File: config.mk
export PLATFORM = sky130hd
export DESIGN_NAME = ext_bus_ctrl
export DESIGN_NICKNAME = d
export VERILOG_FILES = /design/src/rtl/ext_bus_ctrl.sv
export SDC_FILE = /design/constraint.sdc
export NUM_CORES = 1
export LEC_CHECK = 0
export ABC_AREA = 1
export CAP_MARGIN = 40
export CORE_MARGIN = 2
export CORE_UTILIZATION = 35
export CTS_CLUSTER_DIAMETER = 60
export DETAILED_ROUTE_END_ITERATION = 12
export PLACE_DENSITY = 0.73
export RECOVER_POWER = 100
export SKIP_LAST_GASP = 1
export SYNTH_ARGS = -nofsm -noshare
export SYNTH_HDL_FRONTEND = slang
export SYNTH_SLANG_ARGS = --single-unit
export TNS_END_PERCENT = 1
File: constraint.sdc
create_clock -name clk -period 4.3 [get_ports clk]
set_input_delay 0.86 -clock clk [delete_from_list [all_inputs] [get_ports clk]]
set_output_delay 0.86 -clock clk [all_outputs]
set_load 0.02 [all_outputs]
File: src/rtl/ext_bus_ctrl.sv
module ext_bus_ctrl #(
  parameter int AW   = 32,
  parameter int DW   = 32,
  parameter int TW   = 4,
  parameter int NREG = 4,
  parameter int WW   = 4,
  localparam int RW  = (NREG > 1) ? $clog2(NREG) : 1
) (
  input  logic             clk,
  input  logic             rst_n,
  input  logic             req_valid,
  input  logic             req_write,
  input  logic [AW-1:0]    req_addr,
  input  logic [TW-1:0]    req_attr,
  input  logic [DW-1:0]    req_wdata,
  input  logic [RW-1:0]    req_region,
  input  logic [NREG-1:0]  cfg_int_ack,
  input  logic [NREG*WW-1:0] cfg_wait,
  output logic             core_busy,
  output logic             core_done,
  output logic [DW-1:0]    core_rdata,
  output logic             bus_clk,
  output logic             bus_ts_n,
  output logic             bus_as_n,
  output logic             bus_rnw,
  output logic [AW-1:0]    bus_addr,
  output logic [TW-1:0]    bus_attr,
  output logic [DW-1:0]    bus_wdata,
  output logic             bus_data_oe,
  input  logic [DW-1:0]    bus_rdata,
  input  logic             bus_ta_n
);

  typedef enum logic [2:0] {
    ST_IDLE, ST_ADDR_H, ST_ADDR_L, ST_DATA_H, ST_DATA_L, ST_HOLD_H, ST_HOLD_L
  } state_t;

  state_t         st, st_nx;
  logic           ph;
  logic           wr_q, int_q;
  logic [WW-1:0]  cnt;
  logic [AW-1:0]  addr_q;
  logic [TW-1:0]  attr_q;
  logic [DW-1:0]  wdata_q, rdata_q;
  logic           take, ack;

  assign core_busy = !(ph && (st == ST_IDLE || st == ST_HOLD_L));
  assign take      = req_valid && !core_busy;
  assign ack       = int_q ? (cnt == '0) : !bus_ta_n;

  always_comb begin
    st_nx = st;
    case (st)
      ST_IDLE:   if (take) st_nx = ST_ADDR_H;
      ST_ADDR_H: st_nx = ST_ADDR_L;
      ST_ADDR_L: st_nx = ST_DATA_H;
      ST_DATA_H: st_nx = ST_DATA_L;
      ST_DATA_L: st_nx = ack ? ST_HOLD_H : ST_DATA_H;
      ST_HOLD_H: st_nx = ST_HOLD_L;
      ST_HOLD_L: st_nx = take ? ST_ADDR_H : ST_IDLE;
      default:   st_nx = ST_IDLE;
    endcase
  end

  always_ff @(posedge clk) begin
    if (!rst_n) begin
      st      <= ST_IDLE;
      ph      <= 1'b0;
      wr_q    <= 1'b0;
      int_q   <= 1'b0;
      cnt     <= '0;
      addr_q  <= '0;
      attr_q  <= '0;
      wdata_q <= '0;
      rdata_q <= '0;
    end else begin
      st <= st_nx;
      ph <= !ph;
      if (take) begin
        wr_q    <= req_write;
        addr_q  <= req_addr;
        attr_q  <= req_attr;
        wdata_q <= req_wdata;
        int_q   <= cfg_int_ack[req_region];
        cnt     <= cfg_wait[WW*int'(req_region) +: WW];
      end else if (st == ST_DATA_L) begin
        if (!ack && cnt != '0) cnt <= cnt - 1'b1;
        if (ack && !wr_q) rdata_q <= bus_rdata;
      end
    end
  end

  assign bus_clk     = !ph;
  assign bus_ts_n    = !(st == ST_ADDR_H || st == ST_ADDR_L);
  assign bus_as_n    = !(st == ST_ADDR_L || st == ST_DATA_H || st == ST_DATA_L);
  assign bus_data_oe = wr_q && (st == ST_DATA_H || st == ST_DATA_L ||
                                st == ST_HOLD_H || st == ST_HOLD_L);
  assign bus_rnw     = !wr_q;
  assign bus_addr    = addr_q;
  assign bus_attr    = attr_q;
  assign bus_wdata   = wdata_q;
  assign core_done   = (st == ST_HOLD_H);
  assign core_rdata  = rdata_q;

endmodule


After elaboration in Yosys (flattened, before gate mapping)
Index checks and enable logic that the tools add are counted. W data, S select, Z words.

Equality and inequality tests: 7. $add $sub $neg: 1. Reductions and logical operators: 26. Order comparisons: 1. Muxes and demuxes: 10. Shifts and indexed selects: 1. Bitwise logic cells: 1.

Operator list (number): $pmux W3 S7 (1); $shiftx A16 B5 Y4 (1); $mux W4 (3); $eq A3 B3 Y1 const B (3); $logic_not A1 Y1 (7); $logic_or A1 B1 Y1 (7); $eq A3 B2 Y1 const B (2); $mux W3 (2); $logic_and A1 B1 Y1 (5); $logic_not A4 Y1 (1); $reduce_bool A2 Y1 (2); $reduce_bool A4 Y1 (1); $sub A4 B1 Y4 const B (1); $eq A3 B1 Y1 const B (1); $logic_not A3 Y1 (1); $lt A2 B3 Y1 const B (1); $mux W1 (3); $reduce_and A3 Y1 (1); $bmux W1 S2 (1); $ne A2 B2 Y1 const B (1); $reduce_and A2 Y1 (1); $not A1 Y1 (1).

Word-level logic and storage cells: 56. Input port bits: 127. Output and inout port bits: 107. Bits in registers: 110.

Longest topological paths before layout
Depth in word-level cells: 7. Depth in mapped cells: 10. Gate-level depth less buffers: 9.

Least setup slack after synthesis
No wires, ideal clock.

Path kind: reg-to-output. Start point: reg wr_q. End point: out bus_data_oe. Slack: 2125 ps. Required time: 3440 ps. Buffers on the path: 1. Data arrival time: 1315 ps. Cell stages (with the launch flop): 4. Cells stage by stage: dfxtp_1 > clkinv_1 > clkbuf_1 > nor3_1.

Word-level cells in the longest chain between the ends: 1.

Ends and longest elaborated chain: start: declaration (RTL line 40) `logic wr_q, int_q;`; start signal: assignment (RTL line 80) `wr_q <= req_write;`; $logic_and A1 B1 Y1 (RTL line 96) `assign bus_data_oe = wr_q && (st == ST_DATA_H || st == ST_DATA_L ||`; end: declaration (RTL line 29) `output logic bus_data_oe,`.

Every way passes these cells.

Final worst setup path
Start point: reg wr_q. End point: out bus_rnw.

Word-level cells in the longest chain between the ends: 1.

Ends and longest elaborated chain: $logic_not A1 Y1 (RTL line 98) `assign bus_rnw = !wr_q;`; end: declaration (RTL line 25) `output logic bus_rnw,`.

Every way passes these cells.

==> results.ini <==
[layout]
mostFrequentLayoutCell=nor2_1
seq_area_um2=2202
post-route-util_pct=58.08
finish.cell_count_without_fillers=936
mostFrequentLayoutCells=nor2_1, clkdlybuf4s50_1, dfxtp_1, dlygate4sd3_1, o21ai_0
multi_input_logic_area_um2=1805
final_nets=912
num_antenna_cells=0
final.fill_count=1120
area_growth_syn_to_layout_pct=62.33
share_of_cells_above_drive_strength_1_pct=3.929

[global_routing]
number_of_global_route_vias_before_repair=4414
grt_remaining_overflow=0
maximum_number_of_pins_on_one_net_before_global_route_repair=76
grt_use_total_pct=19.66
grt_first_pass_wirelength_um=20980
antenna_found_initial=0

[yosys]
share_of_the_synthesized_area_in_compound_gates_ao_oa_aoi_oai_pct=14.61
synth.avg_cell_area_um2=7.540
synth_enable_flop_cells=0
seq_area_frac_synth_pct=51.24
synthXorXnorAreaFrac_pct=0.2038
synth_top_family_by_area=simple AND/OR/NAND/NOR gates
ys_seq_elements=110
synth_async_sr_flop_share_pct=0
mappedNetlistArea_um2=4298
syn_inst_count=570
synthAdderAreaFrac_pct=0.2911
yosysWarnings=0
unique_cell_type_count_in_the_yosys_netlist=30
synth.net_count=698
yosys-mux-area-fraction_pct=0
post_synth_and_or_nand_nor_area_fraction_pct=27.02
synthFlopType=dfxtp_1

[clocking]
cts_max_level=3
source_to_sink_clock_delay_at_the_later_pin_of_the_worst_skew_pair_ns=0.34
inserted_clock_buffers=9
cts.hold.buffers_added=0
ctsLongestPathBuffers=2
cts_sinks=110
post_cts.repair.setup_buffers=0
cts_tree=yes
cts_resized=0
clk_root_buf=clkbuf_16
clk_pin_slew_ns=0.07

[pwr]
power_density_nw_per_um2=406.1
sw_frac_of_total_pct=31.53
switching_power_mw=0.8933
pwr-share-seq_pct=42.0
irDropWorstVdd_mv=0.2356
part_of_the_total_power_dissipated_in_combinational_logic_pct=28.1
leakage_nw=2.861
clkPwrFrac_pct=29.9
p_int_mw=1.940

[worst_setup_path]
timing.critical_path.slowest_cell_delay_ns=1.02
crit_arrival_ns=2.58
cpMaxStageDelayCell=clkbuf_1
timing.critical_path.fanout_max=31
crit_chain=clkinv_1 > clkbuf_1 > clkdlybuf4s50_1
path_class=reg2out
timing.critical_path.to_type=primary output
start_kind=flip-flop
crit_required_ns=3.44

[placed_design]
hpwlAfterDp_um=9583
place.port_buffers=233
place.detailed.instances=920
finalWeightedCongestion=0.8025

[floorplan]
floorplan.io_pins=234
fp.dieArea_um2=13180
fp-row-count=40
core_region_area_um2=12010
floorplan.initialDensity_pct=35.78
die_h_um=114.8
chipWidth_um=114.8

[routing]
drt_pre_antenna_iters=4
routed_wire_length_um=13190
drt_drc_violations_left=0
per_cell_via_count_in_the_routed_design=4.915
via_count=4600
count_of_antenna_violating_nets_left_after_detailed_routing=0
drtIter0Drc=472
detail_route.wl_per_cell_um=14.09

[sta]
timing.final.hold_violations=0
report.final.setup_viol=0
fmax_mhz=290.9
finalWorstPathRequiredPeriod_ns=3.438
grt_setup_unrepaired=false
tightest_slew_ns=1.371
tns_ns=0
timing.hold.ws_ns=0.4241
finalMaxSlewViolations=0
timing.slew.headroom_pct=8.632
period_utilization_pct=79.94
worst_clock_skew_ns=0.009427

[status]
run_status=completed

[min_path]
timing.hold.worst.class=reg2reg

[flow_run]
cap_violations=0

[path summary, 6_finish.rpt]
check / startpoint / to / slack, ns / cells past startpoint
hold / removal: ph$_SDFF_PN0_ / ph$_SDFF_PN0_ / 0.42 / 1
setup reg to reg: wr_q$_SDFFE_PN0N_ / core_rdata[5]$_SDFFE_PN0P_ / 1.41 / 6
hold reg to reg: ph$_SDFF_PN0_ / ph$_SDFF_PN0_ / 0.42 / 1
setup / recovery: wr_q$_SDFFE_PN0N_ / bus_rnw / 0.86 / 3
[critical path, delay by kind of cell, from the launching register on]
family,cells,cell delay (ns)
buffers and inverters,3,1.93
flip-flops,1,0.31
[cell type report]
| type | instances | area share (%) |
|---|---|---|
| clock inverter | 7 | 1.112 |
| multi-input combinational | 401 | 25.88 |
| inverter | 19 | 1.022 |
| clock buffer | 9 | 3.228 |
| tap | 147 | 2.636 |
| timing repair buffer | 243 | 34.56 |
| sequential | 110 | 31.56 |
[power by group through the flow]
stage	logic, mW	registers, mW	clock network [mW]
floorplan	0.345	1.32	0
global placement	0.829	1.21	0
detailed placement	0.846	1.22	0
CTS	0.849	1.20	0.872
global route	0.872	1.21	0.919
finish	0.796	1.19	0.847
[cell families (layout without fill, tap and decap cells)]
kind of cell	Yosys count	in the layout
AO/OA/AOI/OAI	123	123
XOR/XNOR	1	1
adder cells (fa/ha/maj)	1	1
buffers and inverters	59	278
flip-flops	110	110
AND/OR/NAND/NOR	276	276
[sequential cells by signal, indices dropped and copies added, names as in the netlist]
register and cells:
cnt 4, ph 1, bus_attr 4, bus_wdata 32, wr_q 1, st 3
bus_addr 32, core_rdata 32, int_q 1
[stage by stage]
step                      worst slack (ns)  cell area, um2  total power, mW
after floorplan                      2.125            4298            1.667
after detailed placement             1.426            6695            2.064
after global routing                0.7549            6977            2.997
after global placement               1.406            6668            2.042
after CTS                            1.357            6998            2.916
final                               0.8625            6977            2.833
[synthesized netlist by cell type (2+ instances only)]
library cell / count / area share [%]
o211ai_1: 2 / 0.35
clkinv_1: 3 / 0.26
buf_2: 13 / 1.5
nand2_1: 67 / 5.9
nand4_1: 32 / 4.7
a21oi_1: 36 / 4.2
clkbuf_2: 2 / 0.23
dfxtp_1: 110 / 51
a31oi_1: 2 / 0.29
clkbuf_1: 18 / 1.6
o21ai_1: 12 / 1.4
buf_6: 6 / 1.6
inv_2: 2 / 0.17
inv_1: 14 / 1.2
o21ai_0: 69 / 8.0
nor2_1: 161 / 14
nand3_1: 8 / 0.93
[routing by layer]
metal,track usage (%),vias to the layer above,routed length (um)
met5,0,-,0
met4,7.068,0,323
met3,7.275,25,1154
met2,33.73,158,6535
met1,22.56,2110,5178
li1,-,2307,-
Note: power is estimated with default switching activity, not from simulation.
